--- src/rtl/dht3_pkg.sv ---
`timescale 1ns/1ps
package dht3_pkg;

  typedef struct packed {
    logic load;      // capture samples, clear accumulators
    logic step;      // consume one bit from every shift register
    logic signStep;  // current bit is the sign bit
    logic finish;    // add offset, round, publish results
  } dht3_strobe_t;

  function automatic int kernelCoef(input int k, input int n,
                                    input int one, input int casPos, input int casNeg);
    if (k == 0 || n == 0) return one;
    if (((k * n) % 3) == 1) return casPos;
    return casNeg;
  endfunction

endpackage

--- src/rtl/dht3_ctrl.sv ---
`timescale 1ns/1ps
module dht3_ctrl #(
  parameter int DATA_W = 8
) (
  input  logic                  clk,
  input  logic                  rstN,
  input  logic                  start,
  output dht3_pkg::dht3_strobe_t strobe
);
  localparam int CNT_W = $clog2(DATA_W + 1);
  localparam logic [CNT_W-1:0] LAST_CNT = CNT_W'(DATA_W);
  localparam logic [CNT_W-1:0] SIGN_CNT = CNT_W'(DATA_W - 1);

  typedef enum logic {ST_IDLE, ST_RUN} ctrl_state_e;

  ctrl_state_e state;
  logic [CNT_W-1:0] bitCnt;

  always_comb begin
    strobe.load     = (state == ST_IDLE) && start;
    strobe.step     = (state == ST_RUN) && (bitCnt != LAST_CNT);
    strobe.signStep = (state == ST_RUN) && (bitCnt == SIGN_CNT);
    strobe.finish   = (state == ST_RUN) && (bitCnt == LAST_CNT);
  end

  always_ff @(posedge clk or negedge rstN) begin
    if (!rstN) begin
      state  <= ST_IDLE;
      bitCnt <= '0;
    end else begin
      if (strobe.load) begin
        state  <= ST_RUN;
        bitCnt <= '0;
      end else if (strobe.step) begin
        bitCnt <= bitCnt + 1'b1;
      end else if (strobe.finish) begin
        state <= ST_IDLE;
      end
    end
  end
endmodule

--- src/rtl/dht3_lane.sv ---
`timescale 1ns/1ps
module dht3_lane #(
  parameter int DATA_W    = 8,
  parameter int COEF_FRAC = 12,
  parameter int OUT_W     = 10,
  parameter int H0        = 4096,
  parameter int H1        = 4096,
  parameter int H2        = 4096
) (
  input  logic                    clk,
  input  logic                    rstN,
  input  dht3_pkg::dht3_strobe_t  strobe,
  input  logic [2:0]              bits,
  output logic signed [OUT_W-1:0] y
);
  // Table words are stored in units of 2^-(COEF_FRAC+1), so the half-sums are exact.
  localparam int ROM_W = COEF_FRAC + 4;
  localparam int ACC_W = ROM_W + DATA_W + 1;
  localparam logic signed [ROM_W-1:0] ROM_PP = ROM_W'( H0 + H1 + H2);
  localparam logic signed [ROM_W-1:0] ROM_PN = ROM_W'( H0 - H1 + H2);
  localparam logic signed [ROM_W-1:0] ROM_NP = ROM_W'(-H0 + H1 + H2);
  localparam logic signed [ROM_W-1:0] ROM_NN = ROM_W'(-H0 - H1 + H2);
  localparam logic signed [ACC_W-1:0] OFFSET = ACC_W'(-(H0 + H1 + H2));
  localparam logic signed [ACC_W-1:0] HALF_LSB = ACC_W'(1) <<< COEF_FRAC;

  logic [1:0] romAddr;
  logic signed [ROM_W-1:0] romWord;
  logic signed [ACC_W-1:0] wordExt, term, acc, withOffset, rounded;
  logic addSel;

  assign romAddr = {bits[0] ^ bits[2], bits[1] ^ bits[2]};

  always_comb begin
    unique case (romAddr)
      2'b00:   romWord = ROM_PP;
      2'b01:   romWord = ROM_PN;
      2'b10:   romWord = ROM_NP;
      default: romWord = ROM_NN;
    endcase
  end

  // The sign-bit cycle has negative weight, so its add/subtract choice flips.
  assign addSel     = bits[2] ^ strobe.signStep;
  assign wordExt    = ACC_W'(romWord);
  assign term       = addSel ? wordExt : -wordExt;
  assign withOffset = acc + OFFSET;
  assign rounded    = (withOffset + HALF_LSB) >>> (COEF_FRAC + 1);

  always_ff @(posedge clk or negedge rstN) begin
    if (!rstN) begin
      acc <= '0;
    end else if (strobe.load) begin
      acc <= '0;
    end else if (strobe.step) begin
      acc <= (acc >>> 1) + (term <<< (DATA_W - 1));
    end
  end

  always_ff @(posedge clk or negedge rstN) begin
    if (!rstN) begin
      y <= '0;
    end else if (strobe.finish) begin
      y <= OUT_W'(rounded);
    end
  end
endmodule

--- src/rtl/dht3_datapath.sv ---
`timescale 1ns/1ps
module dht3_datapath #(
  parameter int DATA_W    = 8,
  parameter int COEF_FRAC = 12,
  parameter int OUT_W     = 10,
  parameter int COEF_ONE  = 4096,
  parameter int COEF_POS  = 1499,
  parameter int COEF_NEG  = -5595
) (
  input  logic                    clk,
  input  logic                    rstN,
  input  dht3_pkg::dht3_strobe_t  strobe,
  input  logic [DATA_W-1:0]       xIn0,
  input  logic [DATA_W-1:0]       xIn1,
  input  logic [DATA_W-1:0]       xIn2,
  output logic signed [OUT_W-1:0] yOut0,
  output logic signed [OUT_W-1:0] yOut1,
  output logic signed [OUT_W-1:0] yOut2,
  output logic                    done
);
  localparam int POINTS = 3;

  logic [DATA_W-1:0] sampleIn [POINTS];
  logic [DATA_W-1:0] shiftReg [POINTS];
  logic [POINTS-1:0] bitSlice;
  logic signed [OUT_W-1:0] laneOut [POINTS];

  assign sampleIn[0] = xIn0;
  assign sampleIn[1] = xIn1;
  assign sampleIn[2] = xIn2;

  for (genvar n = 0; n < POINTS; n++) begin : g_piso
    always_ff @(posedge clk or negedge rstN) begin
      if (!rstN) begin
        shiftReg[n] <= '0;
      end else if (strobe.load) begin
        shiftReg[n] <= sampleIn[n];
      end else if (strobe.step) begin
        shiftReg[n] <= shiftReg[n] >> 1;
      end
    end
    assign bitSlice[n] = shiftReg[n][0];
  end

  for (genvar k = 0; k < POINTS; k++) begin : g_lane
    dht3_lane #(
      .DATA_W   (DATA_W),
      .COEF_FRAC(COEF_FRAC),
      .OUT_W    (OUT_W),
      .H0       (dht3_pkg::kernelCoef(k, 0, COEF_ONE, COEF_POS, COEF_NEG)),
      .H1       (dht3_pkg::kernelCoef(k, 1, COEF_ONE, COEF_POS, COEF_NEG)),
      .H2       (dht3_pkg::kernelCoef(k, 2, COEF_ONE, COEF_POS, COEF_NEG))
    ) lane_i (
      .clk   (clk),
      .rstN  (rstN),
      .strobe(strobe),
      .bits  (bitSlice),
      .y     (laneOut[k])
    );
  end

  assign yOut0 = laneOut[0];
  assign yOut1 = laneOut[1];
  assign yOut2 = laneOut[2];

  always_ff @(posedge clk or negedge rstN) begin
    if (!rstN) done <= 1'b0;
    else       done <= strobe.finish;
  end
endmodule

--- src/rtl/dht3_da_top.sv ---
`timescale 1ns/1ps
module dht3_da_top #(
  parameter int DATA_W    = 8,
  parameter int COEF_FRAC = 12,
  parameter int COEF_ONE  = 4096,
  parameter int COEF_POS  = 1499,
  parameter int COEF_NEG  = -5595,
  localparam int OUT_W    = DATA_W + 2
) (
  input  logic                    clk,
  input  logic                    rstN,
  input  logic                    start,
  input  logic [DATA_W-1:0]       xIn0,
  input  logic [DATA_W-1:0]       xIn1,
  input  logic [DATA_W-1:0]       xIn2,
  output logic signed [OUT_W-1:0] yOut0,
  output logic signed [OUT_W-1:0] yOut1,
  output logic signed [OUT_W-1:0] yOut2,
  output logic                    done
);
  dht3_pkg::dht3_strobe_t strobeS;

  dht3_ctrl #(.DATA_W(DATA_W)) ctrl_i (
    .clk   (clk),
    .rstN  (rstN),
    .start (start),
    .strobe(strobeS)
  );

  dht3_datapath #(
    .DATA_W   (DATA_W),
    .COEF_FRAC(COEF_FRAC),
    .OUT_W    (OUT_W),
    .COEF_ONE (COEF_ONE),
    .COEF_POS (COEF_POS),
    .COEF_NEG (COEF_NEG)
  ) dp_i (
    .clk   (clk),
    .rstN  (rstN),
    .strobe(strobeS),
    .xIn0  (xIn0),
    .xIn1  (xIn1),
    .xIn2  (xIn2),
    .yOut0 (yOut0),
    .yOut1 (yOut1),
    .yOut2 (yOut2),
    .done  (done)
  );
endmodule

--- config.mk ---
export PLATFORM = sky130hd
export DESIGN_NAME = dht3_da_top
export DESIGN_NICKNAME = d
export VERILOG_FILES = /design/src/rtl/dht3_pkg.sv /design/src/rtl/dht3_ctrl.sv /design/src/rtl/dht3_lane.sv /design/src/rtl/dht3_datapath.sv /design/src/rtl/dht3_da_top.sv
export SDC_FILE = /design/constraint.sdc
export NUM_CORES = 1
export LEC_CHECK = 0
export BUFFER_PORTS_ARGS = -buffer_cell sky130_fd_sc_hd__buf_4
export CORE_MARGIN = 1
export CORE_UTILIZATION = 55
export DETAILED_ROUTE_END_ITERATION = 10
export GPL_TIMING_DRIVEN = 1
export PLACE_DENSITY = 0.77
export SLEW_MARGIN = 20
export SYNTH_ARGS = -nofsm -noshare
export SYNTH_HDL_FRONTEND = slang
export SYNTH_SLANG_ARGS = --single-unit
--- constraint.sdc ---
create_clock -name clk -period 3.8 [get_ports clk]
set_clock_uncertainty 0.05 [all_clocks]
set_input_delay 0.57 -clock clk [delete_from_list [all_inputs] [get_ports clk]]
set_output_delay 0.57 -clock clk [all_outputs]
set_load 0.01 [all_outputs]
# Word-level counts from Yosys, hierarchy flattened
# Cells that the tools add are included.
[totals]
ff_bits = 135
in_bits = 27
wordCells = 65
[classes]
add_sub_neg = 11
eq_ne = 6
muxes = 23
bitwise = 4
reduce_logical = 9
[ops]
columns = ["cell", "n"]
rows = [
  ["2-to-1 mux 25 bit", 6],
  ["one-hot mux 16 bit (3 select lines)", 2],
  ["adder 24 x 25 -> 25 bit", 3],
  ["adder 23 x 14 -> 23 bit, second input constant", 3],
  ["2-to-1 mux 18 bit", 3],
  ["negation 16 -> 18 bit", 3],
  ["2-to-1 mux 8 bit", 6],
  ["one-hot mux 16 bit (2 select lines)", 1],
  ["adder 23 x 15 -> 23 bit, second input constant", 1],
  ["2-to-1 mux 4 bit", 2],
  ["adder 4 x 1 -> 4 bit, second input constant", 1],
  ["equality test 4 x 3 -> 1 bit, second input constant", 1],
  ["equality test 4 bit, second input constant", 1],
  ["logical AND 1 bit", 4],
  ["!= test 4 bit, second input constant", 1],
  ["nonzero test 2 bit", 2],
  ["2-to-1 mux 1 bit", 3],
  ["XOR 1 bit", 3],
  ["equality test 2 x 1 -> 1 bit, second input constant", 1],
  ["equality test 2 bit, second input constant", 1],
  ["zero test 2 bit", 1],
  ["!= test 2 x 1 -> 1 bit, second input constant", 1],
  ["AND reduction 2 bit", 1],
  ["OR reduction 2 bit", 1],
  ["NOT 1 bit", 1],
]

# Logic depth before layout (Yosys ltp)
# Gate-level depths: netlist of the first run.
[depth]
word_depth = 9
mapped_depth = 16

# By module
# From an unflattened synthesis of the first run, not the netlist that was laid out.
[hier_totals]
cells_unflattened = 870
area_unflattened_um2 = 7618.6
[by_module_without_submodules]
columns = ["mod", "instances", "cells_each", "area_each_um2", "seq_area_each_um2"]
rows = [
  ["dht3_lane at dp_i.g_lane[2].lane_i", 1, 316, 2514.9, 650.6],
  ["dht3_lane at dp_i.g_lane[1].lane_i", 1, 295, 2434.8, 650.6],
  ["dht3_lane at dp_i.g_lane[0].lane_i", 1, 125, 1241.2, 550.5],
  ["dht3_datapath", 1, 105, 1139.8, 625.6],
  ["dht3_ctrl", 1, 29, 287.8, 125.1],
]

# Worst setup path after synthesis of the first run
# OpenSTA, ideal clock, no wires.
[synth_timing]
path_type = "register -> register"
startpoint = "register ctrl_i.bitCnt[0]"
endpoint = "register dp_i.g_lane[1].lane_i.acc[24]"
setup_ns = 0.064
arrival_time_ns = 3.477
setup_slack_ns = 0.209
path_stages_with_launch = 15
n_path_buf = 2
period_less_slack_ns = 3.591
path_cell_list = "dfrtp_1 -> ha_1 -> nand4b_4 -> mux2i_2 -> buf_2 -> buf_2 -> xnor2_1 -> ha_1 -> o311a_1 -> a31o_1 -> a32o_1 -> a21o_1 -> and3_1 -> a311oi_1 -> a21o_1"
[synth_between]
elab_chain_len = 7
elab_cells_between_ends = 10
cone_classes = "1 x add/sub; 2 x eq/ne; 3 x mux; 1 x bitwise; 3 x reduce/logical"
[synth_lines]
columns = ["item", "line", "text"]
rows = [
  ["from (decl)", "dht3_ctrl.sv:17", "logic [CNT_W-1:0] bitCnt;"],
  ["from (signal assigned)", "dht3_ctrl.sv:35", "bitCnt <= bitCnt + 1'b1;"],
  ["equality test 4 x 3 -> 1 bit", "dht3_ctrl.sv:22", "strobe.signStep = (state == ST_RUN) && (bitCnt == SIGN_CNT);"],
  ["logical AND 1 bit", "dht3_ctrl.sv:22", ""],
  ["XOR 1 bit", "dht3_lane.sv:43", "assign addSel = bits[2] ^ strobe.signStep;"],
  ["2-to-1 mux 18 bit", "dht3_lane.sv:45", "assign term = addSel ? wordExt : -wordExt;"],
  ["adder 24 x 25 -> 25 bit", "dht3_lane.sv:55", "acc <= (acc >>> 1) + (term <<< (DATA_W - 1));"],
  ["2-to-1 mux 25 bit", "dht3_lane.sv:54", "end else if (strobe.step) begin"],
  ["2-to-1 mux 25 bit", "dht3_lane.sv:52", "end else if (strobe.load) begin"],
  ["to (signal assigned)", "dht3_lane.sv:55", ""],
  ["to (decl)", "dht3_lane.sv:28", "logic signed [ACC_W-1:0] wordExt, term, acc, withOffset, rounded;"],
]
# Several ways; a longest one is shown, not always the timed one. The select of a mux whose other input is x is not followed.
# A chain may end at the register's enable or synchronous reset.

# Worst setup path in the final report of the first run
# Ends and elaborated chain as after synthesis.

==> results.py, run 1 <==
metrics = {
    "outcome": {
        "run_status": "finished, final reports clean",
    },
    "global_route": {
        "overflow": 0,
        "grt_pass1_vias": 5402,
        "track_usage": 0.253,
        "grt_max_degree": 64,
        "grt_pass1_wl_mm": 25.3,
        "antenna_found_initial": 0,
    },
    "timing": {
        "post-route-period-util": 0.858,
        "worst_slew_pin_slew_ps": 1020,
        "rsz0062_at_grt": "false",
        "max_freq_mhz": 307,
        "tns_ps": 0,
        "relSlewSlack": 0.317,
        "hold_violations": 0,
        "min_period_ps": 3260,
        "finalSetupViolCount": 0,
        "maxSlewViolCount": 0,
    },
    "cts": {
        "clock_latency_ps": 350,
        "cts_buffer_depth": 2,
        "cts_root_buf": "clkbuf_16",
        "clock_sinks": 104,
        "postCtsHoldBufs": 0,
        "cts_resized": 0,
        "tritoncts": "yes",
        "clk_pin_slew_ps": 70,
        "post-cts-setup-buffer-count": 0,
        "cts_made_buffers": 9,
        "cts.htree.levels": 3,
    },
    "synthesis": {
        "ys_warn_count": 0,
        "synth_top_family_by_area": "compound AO/OA/AOI/OAI gates",
        "synth_edf_count": 0,
        "synth_ff_type": "dfrtp_1",
        "synth-seq-cells": 104,
        "synthSimpleGateAreaFrac": 0.189,
        "synthesis.area_um2": 6520,
        "async_flop_share": 1.00,
        "synth_cell_types": 68,
        "synth_cells": 766,
        "syn_nets": 817,
        "synth.area.mux_share": 0.0136,
        "synth.avg_cell_area_um2": 8.51,
        "ys_seq_area_frac": 0.399,
        "synth_adder_area_share": 0.0488,
        "synth_compound_area_frac": 0.191,
        "synth_xor_area_frac": 0.110,
    },
    "worst_setup_path": {
        "r2r_setup_slack_ps": 540,
        "worstSetupPathType": "flop to flop",
        "endpoint_kind": "flop",
        "crit_path_start_kind": "flop",
        "cp.required_ps": 4040,
        "worst-path-max-fanout": 7,
        "cp.arrival_ps": 3500,
    },
    "die": {
        "die_w_um": 111,
        "coreArea_um2": 11500,
        "io_pins": 58,
        "dieHeight_um": 111,
        "die-area_um2": 12300,
        "start_util": 0.568,
        "row_count": 39,
    },
    "placement": {
        "hpwl_mm": 10.3,
        "placedInstanceArea_um2": 7030,
        "place.gp.congestion": 0.849,
        "port_buffers": 57,
    },
    "min_path": {
        "hold_path.class": "primary input to asynchronous set/reset pin",
    },
    "routing": {
        "drc_errors": 0,
        "drt_iter0_drc": 386,
        "drtPass1Iterations": 5,
        "routed_wl_mm": 14.7,
        "routed_via_density": 5.89,
        "final_antenna_net_count": 0,
        "post_drt_wl_per_cell_um": 15.7,
        "dr_total_vias": 5536,
    },
    "job": {
        "drv_cap": 0,
    },
    "final_layout": {
        "layout-drive-gt1-share": 0.125,
        "fillers": 978,
        "fin_area_um2": 7330,
        "area_delta_synth_final_pct": 12.5,
        "final_nets": 843,
        "antenna_cells": 0,
    },
}
## cells in the final DEF (no fill, tap or decap), types with 3 or more instances in the layout
cell	n
a21o_1	10
a21oi_1	25
a22o_1	4
a22oi_1	20
a31oi_1	4
a32o_1	3
and2_1	5
and3_1	10
buf_4	73
clkbuf_16	9
dfrtp_1	104
ha_1	23
inv_1	22
mux2i_1	3
nand2_1	137
nand3_1	42
nand4_1	5
nor2_1	31
nor2b_1	4
nor3_1	11
o21ai_0	85
o22ai_1	10
o311a_1	3
o31ai_1	5
or3_1	5
or4_1	3
xnor2_1	55
xor2_1	25
## cells in the mapped netlist (5+ instances only)
master    number  area share
inv_1         22       0.013
a21o_1        10       0.012
xor2_1        25       0.034
buf_1          8      0.0046
a21oi_1       25       0.019
ha_1          23       0.044
nand3_1       42       0.032
nor3_1        11      0.0084
o22ai_1       10      0.0096
clkbuf_1      44       0.025
or3_1          5      0.0048
nand2_1      138       0.079
a22oi_1       20       0.023
and3_1        10      0.0096
buf_2          6      0.0046
nand4_1        5      0.0048
o31ai_1        5      0.0058
dfrtp_1      104        0.40
o21ai_0       85       0.065
nor2_1        32       0.018
nor2b_1        5      0.0048
xnor2_1       55       0.074
## registers in the layout (all words and copies together) (netlist names)
| signal | flops |
|---|---|
| ctrl_i.bitCnt | 4 |
| ctrl_i.state | 1 |
| dp_i.bitSlice | 3 |
| dp_i.done | 1 |
| dp_i.g_lane.lane_i.acc | 44 |
| dp_i.g_lane.lane_i.y | 30 |
| dp_i.shiftReg | 21 |
## final cells by class
type	instances	area, um^2	area share
multi-input cells	581	3610	0.492
flip-flops and latches	104	2600	0.355
repair buffers	73	548	0.0747
clock buffers	13	260	0.0355
well taps	143	179	0.0244
inverters	23	86.3	0.0118
clock inverters	3	47.5	0.00648
## metrics by stage
step / setup slack, ps / hold WS [ps] / cells / utilization
after floorplan: 209 / 224 / 766 / -
after global placement: 678 / 409 / 924 / 0.613
after detailed placement: 590 / 415 / 924 / 0.613
after CTS: 540 / 301 / 940 / 0.640
after global routing: 313 / 337 / 940 / 0.640
final: 541 / 267 / 940 / 0.640
## metal layers
metal | global-route usage | up-vias | part of all wire
met2 | 0.407 | 173 | 0.47
met4 | 0.105 | 0 | 0.021
li1 | - | 2726 | -
met3 | 0.0366 | 28 | 0.052
met1 | 0.343 | 2609 | 0.46
met5 | 0 | - | 0
## cell families after synthesis
logic type	count (synthesis)
fa+ha+maj	25
simple gates	270
compound gates	198
mux	7
flops	104
xor+xnor	81
buf+inv	81
## path summary, 6_finish.rpt
kind	startpoint	to	cells past startpoint
min in group clk	xIn0[7]	dp_i.shiftReg[23]	3
max	ctrl_i.bitCnt[0]	dp_i.g_lane[1].lane_i.acc[24]	12
max reg2reg	ctrl_i.bitCnt[0]	dp_i.g_lane[1].lane_i.acc[24]	12
max in group asynchronous	rstN	dp_i.g_lane[1].lane_i.y[6]	2
min	rstN	dp_i.shiftReg[10]	1
min reg2reg	dp_i.g_lane[1].lane_i.y[0]	dp_i.g_lane[1].lane_i.y[0]	2
## worst max-delay path: stages, from the launching register on
cell and delay, ps:
dfrtp_1 410, ha_1 240, nand4b_4 220, mux2i_2 230, xnor2_1 150, ha_1 250, o311a_1 380, a31o_1 230
a32o_1 260, a21o_1 190, and3_1 180, a311oi_1 260, a21o_1 120
Power of run 1 is not shown: default switching activity piles up to over one toggle a cycle in this logic, so the estimate is an artifact.
==> run 2: changes to the inputs <==
--- a/config.mk
+++ b/config.mk
@@ -6,11 +6,13 @@
 export NUM_CORES = 1
 export LEC_CHECK = 0
 export BUFFER_PORTS_ARGS = -buffer_cell sky130_fd_sc_hd__buf_4
+export CELL_PAD_IN_SITES_DETAIL_PLACEMENT = 1
+export CELL_PAD_IN_SITES_GLOBAL_PLACEMENT = 1
 export CORE_MARGIN = 1
-export CORE_UTILIZATION = 55
+export CORE_UTILIZATION = 41
 export DETAILED_ROUTE_END_ITERATION = 10
 export GPL_TIMING_DRIVEN = 1
-export PLACE_DENSITY = 0.77
+export PLACE_DENSITY_LB_ADDON = 0.1
 export SLEW_MARGIN = 20
 export SYNTH_ARGS = -nofsm -noshare
 export SYNTH_HDL_FRONTEND = slang
==> results.py, run 2 (synthesis results as in run 1) <==
metrics = {
    "outcome": {
        "run_status": "finished, final reports clean",
    },
    "cts": {
        "cts_buffer_depth": 2,
        "clk_pin_slew_ps": 70,
        "clock_latency_ps": 360,
        "cts_made_buffers": 9,
        "cts_root_buf": "clkbuf_16",
        "cts.htree.levels": 3,
        "tritoncts": "yes",
        "clock_sinks": 104,
        "cts_resized": 0,
        "postCtsHoldBufs": 0,
        "post-cts-setup-buffer-count": 0,
    },
    "routing": {
        "drt_iter0_drc": 267,
        "post_drt_wl_per_cell_um": 17.0,
        "drtPass1Iterations": 4,
        "routed_wl_mm": 17.1,
        "dr_total_vias": 5605,
        "final_antenna_net_count": 0,
        "routed_via_density": 5.58,
        "drc_errors": 0,
    },
    "final_layout": {
        "layout_commonest_cell": "nand2_1",
        "area_delta_synth_final_pct": 13.6,
        "antenna_cells": 0,
        "regMostFlops": "dp_i.g_lane.lane_i.acc",
        "final_cell_mix": "nand2_1, dfrtp_1, o21ai_0",
        "largest_reg_flops": 44,
        "final_nets": 840,
        "reg_top3": "dp_i.g_lane.lane_i.acc x44, dp_i.g_lane.lane_i.y x30, dp_i.shiftReg x21",
        "fillers": 1840,
        "layout-drive-gt1-share": 0.125,
    },
    "timing": {
        "tns_ps": 0,
        "hold_violations": 0,
        "maxSlewViolCount": 0,
        "post-route-period-util": 0.876,
        "finalSetupViolCount": 0,
        "max_freq_mhz": 301,
        "worst_slew_pin_slew_ps": 948,
        "relSlewSlack": 0.365,
        "rsz0062_at_grt": "false",
        "min_period_ps": 3330,
    },
    "worst_setup_path": {
        "cp.required_ps": 4050,
        "critPathSlowestCell": "dfrtp_1",
        "cp.arrival_ps": 3580,
        "timing.critical_path.buf_inv": 0,
        "worstSetupPathType": "flop to flop",
        "crit_family": "compound AO/OA/AOI/OAI gates",
        "worst-path-max-fanout": 7,
        "crit_path_start_kind": "flop",
        "path_cells": "ha_1, nand4b_4, mux2i_2, xnor2_1, ha_1, o311a_1, a31o_1, a32o_1, a21o_1, and3_1, a311oi_1, a21o_1",
        "endpoint_kind": "flop",
        "slowest_delay_ps": 430,
    },
    "die": {
        "start_util": 0.424,
        "dieHeight_um": 128,
        "die_w_um": 128,
        "io_pins": 58,
        "die-area_um2": 16400,
        "row_count": 45,
        "coreArea_um2": 15400,
    },
    "placement": {
        "place.gp.congestion": 0.850,
        "port_buffers": 57,
        "hpwl_mm": 12.0,
    },
    "global_route": {
        "grt_pass1_vias": 5769,
        "track_usage": 0.225,
        "grt_pass1_wl_mm": 29.2,
        "overflow": 0,
        "antenna_found_initial": 0,
        "grt_max_degree": 60,
    },
    "job": {
        "drv_cap": 0,
    },
    "min_path": {
        "hold_path.class": "primary input to asynchronous set/reset pin",
    },
}
## run 2: path summary, 6_finish.rpt
check	startpoint	endpoint	depth (start not counted)	slack, ps
setup / recovery	ctrl_i.bitCnt[0]	dp_i.g_lane[1].lane_i.acc[24]	12	470
hold / removal	rstN	dp_i.g_lane[2].lane_i.y[1]	1	190
setup reg to reg	ctrl_i.bitCnt[0]	dp_i.g_lane[1].lane_i.acc[24]	12	470
hold reg to reg	dp_i.g_lane[2].lane_i.y[0]	dp_i.g_lane[2].lane_i.y[0]	2	430
max in group asynchronous	rstN	dp_i.shiftReg[15]	2	2780
min in group clk	xIn0[7]	dp_i.shiftReg[23]	3	370
## run 2: final cells by class
class,instances,area [um^2],area share
clock buffers,10,229,0.0309
well taps,211,264,0.0357
flip-flops and latches,104,2600,0.352
repair buffers,70,538,0.0727
clock inverters,6,67.6,0.00913
inverters,23,86.3,0.0117
multi-input cells,581,3610,0.488
## run 2: worst register-to-register path, delay by kind of cell (launching register included)
kind | cells | cell delay, ps
AOI/OAI and AO/OA | 6 | 1450
xor gates and xnor gates | 1 | 130
adders and majority gates | 2 | 540
DFF | 1 | 430
muxes | 1 | 300
and+or+nand+nor | 2 | 390
## run 2: metal layers
| layer | up-vias | wire length (um) | global-route usage | share of wire |
|---|---|---|---|---|
| met3 | 13 | 485 | 0.0334 | 0.028 |
| met1 | 2802 | 8030 | 0.298 | 0.47 |
| li1 | 2709 | - | - | - |
| met4 | 0 | 205 | 0.0678 | 0.012 |
| met2 | 81 | 8380 | 0.380 | 0.49 |
| met5 | - | 0 | 0 | 0 |
## run 2: metrics by stage
step / utilization / cell area (um^2) / hold WS, ps / cells / setup slack [ps]
4_1_cts: 0.481 / 7400 / 215 / 1005 / 476
6_report: 0.481 / 7400 / 189 / 1005 / 472
5_1_grt: 0.481 / 7400 / 249 / 1005 / 206
3_3_place_gp: 0.462 / 7100 / 409 / 989 / 666
3_5_place_dp: 0.462 / 7100 / 415 / 989 / 508
2_1_floorplan: - / 6520 / 224 / 766 / 209
Power of run 2 is left out for the same reason.
